`config.mk`:
```
export PLATFORM = sky130hd
export DESIGN_NAME = txw_fifo
export DESIGN_NICKNAME = d
export VERILOG_FILES = /design/src/rtl/txw_pkg.sv /design/src/rtl/txw_half_latch.sv /design/src/rtl/txw_occupancy.sv /design/src/rtl/txw_store.sv /design/src/rtl/txw_fifo.sv
export SDC_FILE = /design/constraint.sdc
export NUM_CORES = 1
export LEC_CHECK = 0
export BUFFER_PORTS_ARGS = -buffer_cell sky130_fd_sc_hd__buf_2
export CAP_MARGIN = 20
export CORE_MARGIN = 5
export CORE_UTILIZATION = 45
export CTS_CLUSTER_DIAMETER = 40
export CTS_CLUSTER_SIZE = 10
export DETAILED_ROUTE_END_ITERATION = 10
export MAX_ROUTING_LAYER = met4
export SLEW_MARGIN = 30
export SYNTH_ARGS = -nofsm -noshare
export SYNTH_HDL_FRONTEND = slang
export SYNTH_SLANG_ARGS = --single-unit
```
`constraint.sdc`:
```
create_clock -name clk -period 2.93 [get_ports clk]
set_clock_uncertainty 0.2 [all_clocks]
set_input_delay 0.4395 -clock clk [delete_from_list [all_inputs] [get_ports clk]]
set_output_delay 0.4395 -clock clk [all_outputs]
set_load 0.03 [all_outputs]
```
`src/rtl/txw_pkg.sv`:
```
package txw_pkg;
  localparam int TXW_HALF_W = 16;
  localparam int TXW_WORD_W = 31;
  localparam int TXW_DEPTH  = 8;

  // Wrapping pointer step for any depth, power of two or not.
  function automatic int unsigned ptr_step(input int unsigned ptr, input int unsigned depth);
    return (ptr + 1 >= depth) ? 0 : ptr + 1;
  endfunction

  // Occupancy update: push and pop together cancel out.
  function automatic int unsigned occ_next(input int unsigned occ, input logic push, input logic take);
    case ({push, take})
      2'b10:   return occ + 1;
      2'b01:   return occ - 1;
      default: return occ;
    endcase
  endfunction
endpackage

```
`src/rtl/txw_half_latch.sv`:
```
module txw_half_latch #(
  parameter int HALF_W = txw_pkg::TXW_HALF_W
) (
  input  logic              clk,
  input  logic              rst_n,
  input  logic              lo_stb,
  input  logic              hi_stb,
  input  logic [HALF_W-1:0] hbus,
  output logic [HALF_W-1:0] lo_q,
  output logic              pend_q
);
  // A second-half strobe consumes the pending half whether or not the commit lands.
  // A first-half strobe in the same cycle re-arms with fresh data.
  always_ff @(posedge clk or negedge rst_n) begin
    if (!rst_n) begin
      lo_q   <= '0;
      pend_q <= 1'b0;
    end else begin
      if (lo_stb) begin
        lo_q   <= hbus;
        pend_q <= 1'b1;
      end else if (hi_stb) begin
        pend_q <= 1'b0;
      end
    end
  end

  assert_hold_low_R1: assert property (@(posedge clk) disable iff (!rst_n)
    !lo_stb |=> $stable(lo_q));
endmodule

```
`src/rtl/txw_occupancy.sv`:
```
module txw_occupancy #(
  parameter int DEPTH = txw_pkg::TXW_DEPTH,
  localparam int CNT_W = $clog2(DEPTH + 1)
) (
  input  logic             clk,
  input  logic             rst_n,
  input  logic             push_fire,
  input  logic             pop_fire,
  output logic [CNT_W-1:0] occ,
  output logic             full,
  output logic             empty
);
  always_ff @(posedge clk or negedge rst_n) begin
    if (!rst_n) occ <= '0;
    else        occ <= CNT_W'(txw_pkg::occ_next(int'(occ), push_fire, pop_fire));
  end

  assign full  = (occ == CNT_W'(DEPTH));
  assign empty = (occ == '0);

  assert_count_bound_R3: assert property (@(posedge clk) disable iff (!rst_n)
    occ <= CNT_W'(DEPTH));
  assert_no_overflow_R4: assert property (@(posedge clk) disable iff (!rst_n)
    full |-> !push_fire);
  assert_pair_hold_R9: assert property (@(posedge clk) disable iff (!rst_n)
    (push_fire && pop_fire) |=> $stable(occ));
endmodule

```
`src/rtl/txw_store.sv`:
```
module txw_store #(
  parameter int WORD_W = txw_pkg::TXW_WORD_W,
  parameter int DEPTH  = txw_pkg::TXW_DEPTH,
  localparam int PTR_W = (DEPTH > 1) ? $clog2(DEPTH) : 1
) (
  input  logic              clk,
  input  logic              rst_n,
  input  logic              wr_en,
  input  logic [WORD_W-1:0] wr_data,
  input  logic              rd_en,
  output logic [WORD_W-1:0] rd_data
);
  logic [WORD_W-1:0] mem [DEPTH];
  logic [PTR_W-1:0]  wr_ptr, rd_ptr;

  always_ff @(posedge clk or negedge rst_n) begin
    if (!rst_n) begin
      wr_ptr <= '0;
      rd_ptr <= '0;
    end else begin
      if (wr_en) wr_ptr <= PTR_W'(txw_pkg::ptr_step(int'(wr_ptr), DEPTH));
      if (rd_en) rd_ptr <= PTR_W'(txw_pkg::ptr_step(int'(rd_ptr), DEPTH));
    end
  end

  for (genvar g = 0; g < DEPTH; g++) begin : g_slot
    always_ff @(posedge clk) begin
      if (wr_en && (wr_ptr == PTR_W'(g))) mem[g] <= wr_data;
    end
  end

  assign rd_data = mem[rd_ptr];
endmodule

```
`src/rtl/txw_fifo.sv`:
```
module txw_fifo #(
  parameter int HALF_W = txw_pkg::TXW_HALF_W,
  parameter int WORD_W = txw_pkg::TXW_WORD_W,
  parameter int DEPTH  = txw_pkg::TXW_DEPTH,
  localparam int HI_W  = WORD_W - HALF_W,
  localparam int CNT_W = $clog2(DEPTH + 1)
) (
  input  logic              clk,
  input  logic              rst_n,
  input  logic              lo_stb,
  input  logic              hi_stb,
  input  logic [HALF_W-1:0] hbus,
  input  logic              pop,
  output logic [WORD_W-1:0] pop_word,
  output logic              pop_valid,
  output logic              tx_ready
);
  // Upper half contributes only its low HI_W bits.
  function automatic logic [WORD_W-1:0] join_word(input logic [HALF_W-1:0] lo, input logic [HALF_W-1:0] hi);
    return {hi[HI_W-1:0], lo};
  endfunction

  logic [HALF_W-1:0] lo_q;
  logic              pend_q;
  logic [CNT_W-1:0]  occ_count;
  logic              occ_full, occ_empty;
  logic              commit_fire, pop_fire;

  txw_half_latch #(.HALF_W(HALF_W)) u_latch (
    .clk(clk), .rst_n(rst_n), .lo_stb(lo_stb), .hi_stb(hi_stb),
    .hbus(hbus), .lo_q(lo_q), .pend_q(pend_q)
  );

  assign commit_fire = hi_stb && pend_q && !occ_full;
  assign pop_fire    = pop && !occ_empty;

  txw_occupancy #(.DEPTH(DEPTH)) u_occ (
    .clk(clk), .rst_n(rst_n), .push_fire(commit_fire), .pop_fire(pop_fire),
    .occ(occ_count), .full(occ_full), .empty(occ_empty)
  );

  txw_store #(.WORD_W(WORD_W), .DEPTH(DEPTH)) u_store (
    .clk(clk), .rst_n(rst_n), .wr_en(commit_fire),
    .wr_data(join_word(lo_q, hbus)), .rd_en(pop_fire), .rd_data(pop_word)
  );

  assign pop_valid = !occ_empty;
  assign tx_ready  = occ_empty;

  assert_ready_fall_R5: assert property (@(posedge clk) disable iff (!rst_n)
    commit_fire |=> !tx_ready);
  assert_orphan_hi_R7: assert property (@(posedge clk) disable iff (!rst_n)
    (hi_stb && !pend_q && !pop_fire) |=> (occ_count == $past(occ_count)));
  assert_full_drop_R4: assert property (@(posedge clk) disable iff (!rst_n)
    (occ_full && hi_stb && !pop_fire) |=> occ_full);
  assert_empty_pop_R8: assert property (@(posedge clk) disable iff (!rst_n)
    (pop && !pop_valid && !commit_fire) |=> tx_ready);
endmodule

```
==> impl_metrics.yaml <==
drt:
  totalWireLength_mm: 20.8
  drt-wirelength-per-cell_um: 22.6
  final_antenna_net_count: 0
  route.detailed.drc: 0
  drt_iter0_drc: 372
  vias: 4888
  dr.pass1.iters: 4
  viasPerCell: 5.31
critical_path:
  cp-start-kind: "flop"
  worst-setup-path-type: "reg -> out"
  required_ps: 2290
  reg2reg_depth: 7
  crit_fanout: 18
  worstPathArrival_ps: 2230
  end_kind: "output port"
logic_synthesis:
  synthArstFlopShare_pct: 9.82
  synth.distinct_cells: 31
  synth-main-ff-cell: "edfxtp_1"
  synth_nets: 506
  synth_area_leaders: "edfxtp_1 70%, mux4_2 13%, dfrtp_1 6.3%"
  seq_area_frac_synth_pct: 76.1
  netlist.area_leader.share_pct: 69.7
  syn_inst: 474
  yosysTopAreaCell: "edfxtp_1"
  synth_common_cells: "248 x edfxtp_1, 62 x mux4_2, 49 x mux2_2, 27 x dfrtp_1, 11 x inv_1"
  ys_warn_count: 0
  syn_area_mm2: 0.0107
  synth_edf_count: 248
  synth-seq-cells: 275
  syn_area_per_cell_um2: 22.5
  yosysMostFrequentCell: "edfxtp_1"
sta:
  relSlewSlack_pct: 44.5
  tightest_slew_ps: 833
  setup_viol_count_final: 0
  finalCriticalPeriod_ps: 2870
  slew_viol_final: 0
  fin_ws_ps: 62.8
  hold_violations: 0
  fin_crit_sh_pct: 97.9
  rsz0062_at_grt: "yes"
  tns_ps: 0
  fmax_ghz: 0.349
flow_run:
  drv_cap: 0
min_path:
  worstHoldPathCells: 1
  hp-class: "in -> reg"
place:
  dpl-instance-area_mm2: 0.0115
  dp_hpwl_mm: 11.7
  dp_worst_setup_slack_ps: 252
  numPortBuffers: 53
  dp_cells: 849
  place.gp.congestion: 0.741
floorplanning:
  die_w_um: 164
  core-area_mm2: 0.0234
  num_rows: 56
  start_util_pct: 45.6
  chipHeight_um: 164
  ios: 54
  dieArea_mm2: 0.0269
clocking:
  clk_path_buf_depth: 3
  clk_pin_slew_ps: 50
  root_buffer: "clkbuf_16"
  cts_tree: "done"
  cts_buffers: 37
  clock_sinks: 275
  htreeDepth: 2
  clk_latency_ps: 490
global_route:
  grt_antenna_before_repair: 0
  grt_pass1_vias: 5449
  grt_max_degree: 33
  met2_usage_pct: 27.5
  gr-usage-met3_pct: 2.96
  gr-total-overflow: 0
  grt_usage_pct: 16.7
  grt_pass1_wl_mm: 32.4
  grt_use_met1_pct: 21.3
  grt-busiest-layer: "met2"
final_layout:
  drive_above_1_share_pct: 40.8
  syn_to_final_growth_pct: 18.7
  fill_cells: 1820
  final_cells: 920
  stdcell_area_mm2: 0.0127
  fin_nets: 606
  diodes: 0
power:
  power_density_mw_per_mm2: 1020
  leakage_nw: 4.32
  max-vdd-ir-drop_v: 0.000516
status:
  status: "finished, final reports clean"
## worst max-delay path: stages, from the launching register on
cell and delay [ps]:
dfrtp_4 490, buf_12 210, mux4_2 520, mux2_2 300, buf_2 180
## what timing repair did
item                                   CTS  global route
resized for setup                        0             1
endpoints found under the hold margin   28             0
hold buffers                             2             0
buffers inserted                         3             0
setup endpoints to repair               26            21
## per-layer routing
layer / vias up / share of wire [%]
met3: 33 / 4.5
met1: 2570 / 43
met5: - / 0
met4: 0 / 1.9
li1: 2166 / -
met2: 119 / 51
## kinds of logic (layout without fill, tap and decap cells)
logic type / count (synthesis) / after routing / synth area share [%]
XOR/XNOR: 4 / 4 / 0.328
flip-flops: 275 / 275 / 76.1
adder cells (fa/ha/maj): 11 / 11 / 1.36
multiplexers: 112 / 112 / 18.3
AND/OR/NAND/NOR: 23 / 23 / 1.25
buffers and inverters: 33 / 160 / 1.64
AO/OA/AOI/OAI: 16 / 16 / 1.03
## layout by cell type (no fill, tap or decap), drive strengths merged, types with 3 or more instances in the layout
cell type / count
edfxtp: 248
buf: 81
mux4: 62
clkbuf: 56
mux2: 49
dfrtp: 27
inv: 12
ha: 10
clkinv: 7
and3: 6
nand2: 5
o21ai: 5
a21oi: 4
xnor2: 3
nand3: 3
nor3b: 3
## sequential cells by signal (all words and copies together), names as in the netlist
signal,flops
u_store.wr_ptr,3
u_latch.pend_q,1
u_store.rd_ptr,3
u_occ.occ,4
u_store.mem,248
u_latch.lo_q,16
## path summary, 6_finish.rpt
check                                  start                  to  slack, ps
max in group asynchronous              rst_n   u_store.rd_ptr[0]       1540
min reg2reg                   u_latch.pend_q      u_latch.pend_q        280
max reg2reg                     u_occ.occ[0]        u_occ.occ[3]        210
max                        u_store.rd_ptr[0]        pop_word[23]         60
min in group asynchronous              rst_n    u_latch.lo_q[11]        370
min                                 hbus[11]  u_store.mem[5][27]         20
## metrics by stage
step / utilization, % / power (mW) / hold slack [ps]
final: 54.1 / 13.0 / 21.0
after global routing: 54.1 / 13.6 / 10.5
after CTS: 54.1 / 13.2 / 2.04
after detailed placement: 49.2 / 9.08 / 269
after global placement: 49.2 / 9.00 / 267
after floorplan: - / 7.94 / -56.1
## report_power, final
group / internal [mW] / total (mW) / switching (mW) / leakage, nW
sequential: 4.78 / 5.06 / 0.282 / 2.56
clock: 2.50 / 4.02 / 1.53 / 0.541
combinational: 1.75 / 3.90 / 2.14 / 1.21
## final cells by class
| type | instances | area (um2) | share of cell area [%] |
|---|---|---|---|
| sequential | 275 | 8130 | 64.2 |
| clock inverter | 10 | 63.8 | 0.504 |
| multi-input combinational | 166 | 2380 | 18.8 |
| inverter | 11 | 41.3 | 0.326 |
| timing repair buffer | 83 | 596 | 4.70 |
| tap | 319 | 399 | 3.15 |
| clock buffer | 56 | 1060 | 8.36 |
No activity file was read; power rests on OpenSTA's default activity.
